### src/rtl/wq_portal.sv
module wq_portal #(
  parameter int NUM_Q         = 8,
  parameter int MAX_DEPTH     = 16,
  parameter int ADDR_W        = 24,
  parameter int PAGE_BITS     = 12,
  parameter int DESC_W        = 512,
  parameter int RD_W          = 32,
  parameter bit IMS_SUPPORTED = 1'b1,
  parameter bit READ_ONES     = 1'b1,
  localparam int Q_W   = (NUM_Q > 1) ? $clog2(NUM_Q) : 1,
  localparam int CNT_W = $clog2(MAX_DEPTH + 1)
) (
  input  logic                   clk,
  input  logic                   rst_n,
  input  logic                   wr_valid,
  input  logic [ADDR_W-1:0]      wr_addr,
  input  logic                   wr_nonposted,
  input  logic [19:0]            wr_pasid,
  input  logic [DESC_W-1:0]      wr_desc,
  input  logic                   rd_req,
  output logic                   rd_valid,
  output logic [RD_W-1:0]        rd_data,
  input  logic                   cfg_we,
  input  logic [Q_W-1:0]         cfg_q,
  input  logic                   cfg_enable,
  input  logic                   cfg_shared,
  input  logic [CNT_W-1:0]       cfg_size,
  input  logic [CNT_W-1:0]       cfg_thresh,
  input  logic                   cfg_pasid_en,
  input  logic [19:0]            cfg_pasid,
  input  logic                   deq_valid,
  input  logic [Q_W-1:0]         deq_q,
  output logic                   resp_valid,
  output logic                   resp_retry,
  output logic                   enq_valid,
  output logic [Q_W-1:0]         enq_q,
  output logic                   enq_limited,
  output logic                   enq_ims,
  output logic                   enq_pasid_valid,
  output logic [19:0]            enq_pasid,
  output logic [DESC_W-1:0]      enq_desc,
  output logic                   err_valid,
  output logic [Q_W-1:0]         err_q,
  output logic [NUM_Q*CNT_W-1:0] occupancy
);

  localparam logic [CNT_W-1:0] DEPTH_CAP = CNT_W'(MAX_DEPTH);

  logic [CNT_W-1:0] cnt_r  [NUM_Q];
  logic [CNT_W-1:0] size_r [NUM_Q];
  logic [CNT_W-1:0] thr_r  [NUM_Q];
  logic             en_r   [NUM_Q];
  logic             sh_r   [NUM_Q];
  logic             pe_r   [NUM_Q];
  logic [19:0]      pas_r  [NUM_Q];

  wire [1:0]     kind      = wr_addr[PAGE_BITS +: 2];
  wire [Q_W-1:0] qi        = wr_addr[PAGE_BITS+2 +: Q_W];
  wire           lim       = kind[0];
  wire           ims       = kind[1];
  wire           ims_block = ims && !IMS_SUPPORTED;
  wire           room_full = cnt_r[qi] < size_r[qi];
  wire           room_thr  = cnt_r[qi] < thr_r[qi];

  logic accept;
  always_comb begin
    if (!wr_valid || ims_block || !en_r[qi]) accept = 1'b0;
    else if (sh_r[qi])                       accept = wr_nonposted && room_full && (!lim || room_thr);
    else                                     accept = room_full;
  end

  wire drop_err = wr_valid && !ims_block && !accept && (!sh_r[qi] || !wr_nonposted);

  for (genvar i = 0; i < NUM_Q; i++) begin : g_q
    wire inc = accept && (qi == Q_W'(i));
    wire dec = deq_valid && (deq_q == Q_W'(i)) && (cnt_r[i] != '0);
    wire sel = cfg_we && (cfg_q == Q_W'(i));

    always_ff @(posedge clk) begin
      if (!rst_n)            cnt_r[i] <= '0;
      else if (inc && !dec)  cnt_r[i] <= cnt_r[i] + 1'b1;
      else if (dec && !inc)  cnt_r[i] <= cnt_r[i] - 1'b1;
    end

    always_ff @(posedge clk) begin
      if (!rst_n) begin
        en_r[i]   <= 1'b0;
        sh_r[i]   <= 1'b0;
        pe_r[i]   <= 1'b0;
        size_r[i] <= '0;
        thr_r[i]  <= '0;
        pas_r[i]  <= '0;
      end else if (sel) begin
        en_r[i] <= cfg_enable;
        if (!en_r[i]) begin
          sh_r[i]   <= cfg_shared;
          pe_r[i]   <= cfg_pasid_en;
          size_r[i] <= (cfg_size > DEPTH_CAP) ? DEPTH_CAP : cfg_size;
          thr_r[i]  <= cfg_thresh;
          pas_r[i]  <= cfg_pasid;
        end
      end
    end

    assign occupancy[i*CNT_W +: CNT_W] = cnt_r[i];

    assert_no_overflow_R12: assert property (@(posedge clk) disable iff (!rst_n)
      cnt_r[i] <= DEPTH_CAP);
    assert_single_step_R12: assert property (@(posedge clk) disable iff (!rst_n)
      (cnt_r[i] == $past(cnt_r[i])) || (cnt_r[i] == $past(cnt_r[i]) + 1'b1) ||
      (cnt_r[i] + 1'b1 == $past(cnt_r[i])));
    assert_threshold_cap_R2: assert property (@(posedge clk) disable iff (!rst_n)
      enq_valid && (enq_q == Q_W'(i)) && enq_limited && $past(sh_r[i])
      |-> $past(cnt_r[i]) < $past(thr_r[i]));
    assert_mode_frozen_R10: assert property (@(posedge clk) disable iff (!rst_n)
      $past(en_r[i]) |-> $stable(sh_r[i]) && $stable(size_r[i]));
  end

  always_ff @(posedge clk) begin
    if (!rst_n) begin
      resp_valid      <= 1'b0;
      resp_retry      <= 1'b0;
      enq_valid       <= 1'b0;
      enq_q           <= '0;
      enq_limited     <= 1'b0;
      enq_ims         <= 1'b0;
      enq_pasid_valid <= 1'b0;
      enq_pasid       <= '0;
      enq_desc        <= '0;
      err_valid       <= 1'b0;
      err_q           <= '0;
      rd_valid        <= 1'b0;
    end else begin
      resp_valid      <= wr_valid && wr_nonposted;
      resp_retry      <= !accept;
      enq_valid       <= accept;
      enq_q           <= qi;
      enq_limited     <= lim;
      enq_ims         <= ims;
      enq_pasid_valid <= sh_r[qi] || pe_r[qi];
      enq_pasid       <= sh_r[qi] ? wr_pasid : (pe_r[qi] ? pas_r[qi] : 20'd0);
      enq_desc        <= wr_desc;
      err_valid       <= drop_err;
      err_q           <= qi;
      rd_valid        <= rd_req;
    end
  end

  assign rd_data = {RD_W{READ_ONES}};

  assert_success_matches_enq_R4: assert property (@(posedge clk) disable iff (!rst_n)
    enq_valid && $past(wr_nonposted) |-> resp_valid && !resp_retry);
  assert_drop_not_enqueued_R5: assert property (@(posedge clk) disable iff (!rst_n)
    err_valid |-> !enq_valid && !(resp_valid && !resp_retry));
  assert_ims_silent_R7: assert property (@(posedge clk) disable iff (!rst_n)
    !IMS_SUPPORTED && $past(wr_valid && wr_addr[PAGE_BITS+1]) |-> !enq_valid && !err_valid);

endmodule

### config.mk
export PLATFORM = sky130hd
export DESIGN_NAME = wq_portal
export DESIGN_NICKNAME = d
export VERILOG_FILES = /design/src/rtl/wq_portal.sv
export SDC_FILE = /design/constraint.sdc
export NUM_CORES = 1
export LEC_CHECK = 0
export BUFFER_PORTS_ARGS = -buffer_cell sky130_fd_sc_hd__buf_2
export CORE_AREA = 5 5 474 476
export DETAILED_ROUTE_END_ITERATION = 6
export DIE_AREA = 0 0 479 481
export SYNTH_ARGS = -nofsm -noshare
export SYNTH_HDL_FRONTEND = slang
export SYNTH_SLANG_ARGS = --single-unit
### constraint.sdc
create_clock -name clk -period 9.35 [get_ports clk]
set_input_delay 2.805 -clock clk [delete_from_list [all_inputs] [get_ports clk]]
set_output_delay 2.805 -clock clk [all_outputs]
set_load 0.02 [all_outputs]
# Word-level counts from Yosys, hierarchy flattened

Memory sizes are Yosys's and may differ from the RTL's.
Index checks and enable logic that the tools add are counted.

Memories kept: 7
Output and inout port bits: 618
Register bits: 543
Memory bits (writable): 304
Input port bits: 602

$lt $le $gt $ge: 3
Add/sub/neg operators: 16
Bitwise logic cells: 64
Reduce and logical (&&, ||, !) cells: 90
Mux-type cells: 182
Equality and inequality tests: 21

Memory list:

| memory      | words | bits a word | read ports | clocked after memory_dff | wr ports | line | RTL |
|---|---|---|---|---|---|---|---|
| pas_r       | 8     | 20          | 1          | 0                        | 8        | 55   | `logic [19:0] pas_r [NUM_Q];` |
| cnt_r       | 8     | 5           | 9          | 0                        | 8        | 49   | `logic [CNT_W-1:0] cnt_r [NUM_Q];` |
| size_r      | 8     | 5           | 1          | 0                        | 8        | 50   | `logic [CNT_W-1:0] size_r [NUM_Q];` |
| thr_r       | 8     | 5           | 1          | 0                        | 8        | 51   | `logic [CNT_W-1:0] thr_r [NUM_Q];` |
| en_r        | 8     | 1           | 9          | 0                        | 8        | 52   | `logic en_r [NUM_Q];` |
| pe_r        | 8     | 1           | 1          | 0                        | 8        | 54   | `logic pe_r [NUM_Q];` |
| +1 memories | -     | -           | -          | -                        | -        | -    |  |

Operators by type and width:

| operator                                              | count |
|---|---|
| two-way mux 20 bit                                    | 10 |
| two-way mux 5 bit                                     | 33 |
| two-way mux 1 bit                                     | 139 |
| OR 1 bit                                              | 64 |
| logical AND 1 bit                                     | 53 |
| adder 5 x 1 -> 5 bit (second input constant)          | 8 |
| nonzero test 5 bit                                    | 8 |
| subtractor 5 x 1 -> 5 bit (second input constant)     | 8 |
| == test 3 bit (second input constant)                 | 12 |
| logical NOT 1 bit                                     | 22 |
| == test 3 x 2 -> 1 bit (second input constant)        | 6 |
| < comparator 5 bit                                    | 2 |
| == test 3 x 1 -> 1 bit (second input constant)        | 3 |
| logical NOT 3 bit                                     | 3 |
| greater-than comparator 5 bit (second input constant) | 1 |
| logical OR 1 bit                                      | 4 |

# Logic depth before layout (Yosys ltp)

Gate-level depths: netlist of run 1.
An unclocked memory read counts as a cell.

Word-level depth: 14
Mapped depth: 22
Depth with buffers taken out: 17

# Least setup slack after synthesis of run 1

No wires, ideal clock.

Path type: input-to-reg
Start: input wr_addr[14]
End: memory cnt_r[4][4] (netlist name) (data pin)
Stages on the path: 22
Arrival: 7.281 ns
Buffers on the path: 5
Path slack: 1.801 ns
Setup time: 0.268 ns
Required time: 9.082 ns
Cells stage by stage: buf_2 buf_2 buf_2 buf_2 buf_2 mux4_2 nand2_1 o21ai_0 ha_1 a21o_1 a21oi_1 o2111ai_1 or2_2 nor4_4 or2_2 inv_1 ha_1 a21o_1 a21oi_1 xnor2_1 nand4b_1 o31ai_1

RTL lines:

| item        | line | RTL |
|---|---|---|
| from (decl) | 16   | `input logic [ADDR_W-1:0] wr_addr,` |
| to (decl)   | 49   |  |

==> results of run 1 <==
routing by layer:
metal  share of wire, %  up-vias
met5               0.21        -
met2                 49     1435
met3                8.7      349
li1                   -    10361
met1                 37    11669
met4                5.5       24
critical path: stages:
cell and delay, ns:
buf_4 0.50, mux4_2 0.60, mux2_2 0.33, ha_1 0.33
a21o_1 0.16, a21oi_1 0.16, o2111ai_1 0.43, or2_2 0.52
nor4_4 0.27, or2_2 0.21, inv_1 0.08, ha_1 0.32
a21o_1 0.17, a21oi_1 0.17, xnor2_1 0.17, nand4b_1 0.13
o31ai_1 0.10
per-stage QoR:
stage | utilization (%) | worst slack [ns] | area (um^2) | instances
final | 19.74 | 2.403 | 43540 | 6614
after global placement | 17.93 | 1.751 | 39540 | 6280
after detailed placement | 17.93 | 1.748 | 39540 | 6280
after global routing | 19.71 | 2.174 | 43470 | 6587
after CTS | 19.59 | 2.558 | 43200 | 6481
after floorplan | - | 1.801 | 30450 | 2354
synth_stat cells (16+ instances only):
cell type / n
mux4_2: 74
dfxtp_1: 546
nor2_1: 86
ha_1: 25
mux2_2: 27
o21ai_0: 17
nor3_1: 24
edfxtp_1: 301
nand3_1: 17
nand2_1: 34
buf_4: 37
a21oi_1: 19
nand2b_1: 17
mux2i_1: 16
and2_1: 744
inv_1: 36
clkbuf_1: 106
a22oi_1: 22
worst min path at each step:
stage,endpoint,start,depth (start not counted)
after floorplan,pe_r[4],pe_r[4],1
after global placement,pe_r[4],pe_r[4],1
after detailed placement,sh_r[4],sh_r[4],1
after CTS,sh_r[4],sh_r[4],1
after global routing,pe_r[4],pe_r[4],1
final,pe_r[4],pe_r[4],1
sequential cells by signal (all words and copies together) (netlist names):
register / cells
size_r: 40
enq_pasid: 20
cnt_r: 40
en_r: 8
err_valid: 1
enq_ims: 1
pe_r: 8
resp_retry: 1
pas_r: 160
err_q: 3
enq_limited: 1
resp_valid: 1
thr_r: 40
rd_valid: 1
enq_desc: 512
enq_valid: 1
enq_pasid_valid: 1
sh_r: 8
cells in the final DEF (no fill, tap or decap), drive strengths merged, types with 6 or more instances in the layout:
cell,instances
a21oi,20
a22oi,22
a31oi,6
and2,744
and3,11
buf,1198
bufinv,11
clkbuf,130
clkinv,40
clkinvlp,8
conb,32
dfxtp,546
diode,133
edfxtp,301
ha,25
inv,48
mux2,27
mux2i,17
mux4,74
nand2,34
nand2b,17
nand3,17
nand4,15
nor2,87
nor2b,9
nor3,24
nor4,12
o21ai,17
o221ai,8
o31ai,8
or3,13
xor2,13
logic make-up after synthesis:
group                      Yosys count  share of synthesized area, %
AOI/OAI and AO/OA                  125                         3.048
and+or+nand+nor                    995                         19.53
buffers and inverters              195                         2.916
DFF                                847                         65.84
muxes                              118                         7.099
adders and majority gates           26                         1.097
xor gates and xnor gates            16                        0.4620
other                                1                       0.01236
cell type report:
cell class	instances	area [um^2]	share of cell area (%)
repair buffers	1198	6098	14.01
diodes	133	332.8	0.7645
clock buffers	130	2823	6.484
inverters	36	135.1	0.3104
clock inverters	71	838.3	1.926
well taps	2887	3612	8.297
multi-input cells	1312	9727	22.34
flip-flops and latches	847	19970	45.87
power breakdown:
group	internal, mW	switching (mW)
logic	0.343	0.669
registers	4.00	0.108
clock network	2.49	1.83
total	6.83	2.61
==> flow_metrics.py, run 1 <==
metrics = {
    "clocking": {
        "cts_post_setup_buffers_inserted": 0,
        "cts_sinks": 847,
        "h-tree-depth": 3,
        "clockBufferDepth": 3,
        "clk_pin_slew_ns": 0.06,
        "cts-resized-gates": 0,
        "insertion_delay_ns": 0.77,
        "numCtsBuffers": 106,
        "ctsHoldBuffers": 0,
        "tritoncts": "done",
        "ctsRootBufferMaster": "clkbuf_16",
    },
    "detailed_routing": {
        "antenna_left": 0,
        "drt-total-wl_um": 187500,
        "wl_per_cell_um": 28.35,
        "drt_pass1_iterations": 5,
        "via_per_inst": 3.604,
        "remaining_drc_errors": 0,
        "vias": 23838,
        "drt-initial-drc-count": 1792,
    },
    "global_routing": {
        "top_usage_layer": "met2",
        "grt_pass1_wl_um": 235200,
        "grt_util_met3_pct": 4.823,
        "antenna_found_initial": 175,
        "globalRouteMet2Util_pct": 25.54,
        "grt_max_degree": 157,
        "gr-usage-met1_pct": 17.42,
        "grt_usage_pct": 15.42,
        "grt_overflow": 0,
        "first_global_vias": 23616,
    },
    "critical_path": {
        "worstSetupStartpoint": "wr_addr[14]",
        "crit_arrival_ns": 7.48,
        "reg2reg_from": "cnt_r[1][2]",
        "worstSetupStartpointType": "primary input",
        "criticalPathCategory": "in2reg",
        "critical_path.endpoint": "cnt_r[4][4]",
        "r2r-end": "cnt_r[4][4]",
        "rr_worst_depth": 16,
        "path_max_fanout": 35,
        "rrSetupSlack_ns": 4.50,
        "end_kind": "register",
        "worstPathRequired_ns": 9.88,
    },
    "yosys": {
        "synth_cell_type_count": 64,
        "synthFlopType": "dfxtp_1",
        "yosys_warnings": 0,
        "syn_inst": 2323,
        "synth_top_cell_by_area": "dfxtp_1",
        "synth_top_area_share_pct": 36.04,
        "syn_avg_cell_area_um2": 13.06,
        "seq_area_frac_synth_pct": 65.84,
        "synthArstFlopShare_pct": 0,
        "synth_edf_count": 301,
        "synth_area_um2": 30330,
        "synthTopCellsByArea": "dfxtp_1 (36%), edfxtp_1 (30%), and2_1 (15%), mux4_2 (5.5%), clkbuf_1 (1.3%)",
        "ys_ff_latch": 847,
    },
    "timing": {
        "max-slew-margin-rel_pct": 28.77,
        "setup_viol": 0,
        "tightest_slew_ns": 1.060,
        "fmax_mhz": 143.9,
        "fin_crit_ns": 6.947,
        "finClkSkew_ns": 0.07420,
        "tns_ns": 0,
        "timing.final.crit_share_pct": 74.30,
        "hold_viol": 0,
        "rsz0062_at_grt": "false",
        "slew_violations": 0,
        "holdWs_ns": 0.4829,
    },
    "final_layout": {
        "fillers": 24220,
        "nNetsFinal": 4129,
        "area_growth_pct": 43.53,
        "drive_gt1_share_pct": 41.82,
    },
    "power": {
        "leakage_nw": 18.70,
        "peakVddDrop_mv": 0.1519,
        "power.density_nw_per_um2": 216.6,
        "power_mw": 9.432,
    },
    "die": {
        "pin_count": 1220,
        "coreArea_um2": 220600,
        "initial_utilization_pct": 13.75,
        "fp.dieArea_um2": 230400,
        "rows": 173,
        "fp.dieH_um": 481,
        "die_x_um": 479,
    },
    "place": {
        "io_buffers": 1168,
        "gp_congestion": 0.9759,
        "dp_hpwl_um": 156300,
    },
    "hold_path": {
        "hold_class": "reg2reg",
    },
    "status": {
        "outcome": "finished, final reports clean",
    },
    "run": {
        "drv_cap": 0,
    },
}
No activity file was read; power rests on OpenSTA's default activity.
==> run 2, diff against run 1 <==
==> constraint.sdc (replaced) <==
create_clock -name clk -period 7 [get_ports clk]
set_input_delay 2.1 -clock clk [delete_from_list [all_inputs] [get_ports clk]]
set_output_delay 2.1 -clock clk [all_outputs]
set_load 0.02 [all_outputs]
==> run 2 against run 1 <==
  * Highest routed layer unchanged
  * Combinational power increased by 34%
  * Power increased by 31%
  * Register-to-register slack got worse by 1.8 ns
  * Critical endpoint unchanged
  * Non-clock buffer count increased by 9
  * Die area unchanged
  * Clock power increased by 27%
==> flow_metrics.py, run 2 (synthesis gave the netlist of run 1 again) <==
metrics = {
    "place": {
        "io_buffers": 1168,
        "gp_congestion": 0.9972,
        "place_area_um2": 39620,
        "dp_cells": 6289,
        "dp_hpwl_um": 155800,
    },
    "clocking": {
        "ctsRootBufferMaster": "clkbuf_16",
        "cts_post_setup_buffers_inserted": 0,
        "h-tree-depth": 3,
        "cts_sinks": 847,
        "tritoncts": "done",
        "ctsHoldBuffers": 0,
        "cts-resized-gates": 0,
        "clk_pin_slew_ns": 0.06,
        "clockBufferDepth": 3,
        "numCtsBuffers": 102,
        "insertion_delay_ns": 0.75,
    },
    "final_layout": {
        "multi_input_area_um2": 9727,
        "mostFrequentLayoutCells": "buf_2 (1165), and2_1 (744), dfxtp_1 (546)",
        "largest_reg_flops": 512,
        "top_register": "enq_desc",
        "area_growth_pct": 43.28,
        "seq_area_um2": 19970,
        "drive_gt1_share_pct": 41.85,
        "fillers": 24186,
        "instances_no_fill": 6648,
        "top_regs": "enq_desc x512, pas_r x160",
        "nNetsFinal": 4134,
        "fin_area_um2": 43460,
        "layout_commonest_cell": "buf_2",
    },
    "detailed_routing": {
        "dr_wl_met2_um": 89150,
        "drt_pass1_iterations": 5,
        "antenna_left": 0,
        "remaining_drc_errors": 0,
        "via_per_inst": 3.605,
        "wl_met3_um": 14800,
        "drt-initial-drc-count": 1653,
        "wl_per_cell_um": 28.28,
        "vias": 23964,
        "drt-total-wl_um": 188000,
        "wl_met1_um": 71040,
        "maxUsedRoutingLayer": "met5",
    },
    "timing": {
        "tns_ns": 0,
        "fin_crit_ns": 5.629,
        "setup_viol": 0,
        "fmax_mhz": 177.7,
        "max-slew-margin-rel_pct": 28.62,
        "holdWs_ns": 0.4822,
        "hold_viol": 0,
        "finClkSkew_ns": 0.01687,
        "slew_violations": 0,
        "tightest_slew_ns": 1.064,
        "timing.final.crit_share_pct": 80.41,
        "rsz0062_at_grt": "false",
    },
    "power": {
        "leakage_nw": 18.61,
        "power.density_nw_per_um2": 283.5,
        "peakVddDrop_mv": 0.1914,
    },
    "status": {
        "outcome": "finished, final reports clean",
    },
    "critical_path": {
        "crit_arrival_ns": 6.20,
        "rr_worst_depth": 16,
        "end_kind": "register",
        "worstSetupStartpointType": "primary input",
        "worstPathRequired_ns": 7.57,
        "criticalPathCategory": "in2reg",
        "path_max_fanout": 28,
    },
    "global_routing": {
        "grt_pass1_wl_um": 237400,
        "grt_max_degree": 220,
        "grt_overflow": 0,
        "grt_usage_pct": 15.57,
        "antenna_found_initial": 169,
        "first_global_vias": 23596,
    },
    "die": {
        "pin_count": 1220,
        "initial_utilization_pct": 13.75,
        "coreArea_um2": 220600,
        "rows": 173,
        "fp.dieH_um": 481,
        "die_x_um": 479,
        "fp.dieArea_um2": 230400,
    },
    "run": {
        "drv_cap": 0,
    },
    "hold_path": {
        "holdPathStages": 1,
        "hold_class": "reg2reg",
    },
}
==> run 2: cell types whose count changed in the layout (fill, tap and decap cells not counted), sizes merged <==
cell	previous run	this run
diode	133	170
buf	1198	1207
bufinv	11	7
clkinv	40	39
inv	48	46
clkinvlp	8	9
clkbuf	130	124
==> run 2: worst max-delay path: stages <==
cell and delay, ns:
buf_4 0.45, buf_4 0.43, mux4_2 0.54, mux2i_1 0.33, ha_1 0.27, nand2_1 0.06
nand2_1 0.06, a31oi_1 0.07, a311oi_4 0.31, nor4_4 0.09, or2_2 0.32, inv_1 0.11
ha_1 0.27, a21o_1 0.18, a21oi_1 0.18, xnor2_1 0.16, nand4b_1 0.11, o31ai_1 0.10
==> run 2: area by class of cell <==
type / count / share of cell area, %
repair buffers: 1207 / 14.22
inverters: 36 / 0.3109
diodes: 170 / 0.9789
flip-flops and latches: 847 / 45.95
clock inverters: 65 / 1.601
multi-input cells: 1312 / 22.38
well taps: 2887 / 8.312
clock buffers: 124 / 6.248
==> run 2: metrics by stage <==
step	util, %	total power [mW]	setup slack (ns)
final	19.70	12.32	1.371
after global routing	19.67	12.82	1.073
after CTS	19.51	12.58	1.489
after detailed placement	17.96	6.965	0.6067
after global placement	17.96	6.954	0.5437
after floorplan	-	6.179	0.1563
==> run 2: layer usage <==
metal | vias to the layer above | global-route usage (%)
li1 | 10410 | -
met3 | 361 | 4.612
met1 | 11823 | 17.69
met5 | - | 1.160
met4 | 28 | 10.84
met2 | 1342 | 25.05
==> run 2: worst paths after layout <==
path	to	start	slack (ns)
worst max-delay path	cnt_r[4][4]	wr_addr[14]	1.37
worst min-delay path	sh_r[4]	sh_r[4]	0.48
worst max register to register	cnt_r[4][4]	cnt_r[6][2]	2.74
worst min register to register	sh_r[4]	sh_r[4]	0.48
==> run 2: report_power, final <==
group	switching, mW	leakage [nW]	internal (mW)
logic	0.889	9.23	0.464
registers	0.147	7.75	5.34
clock network	2.42	1.64	3.06
total	3.46	18.6	8.86
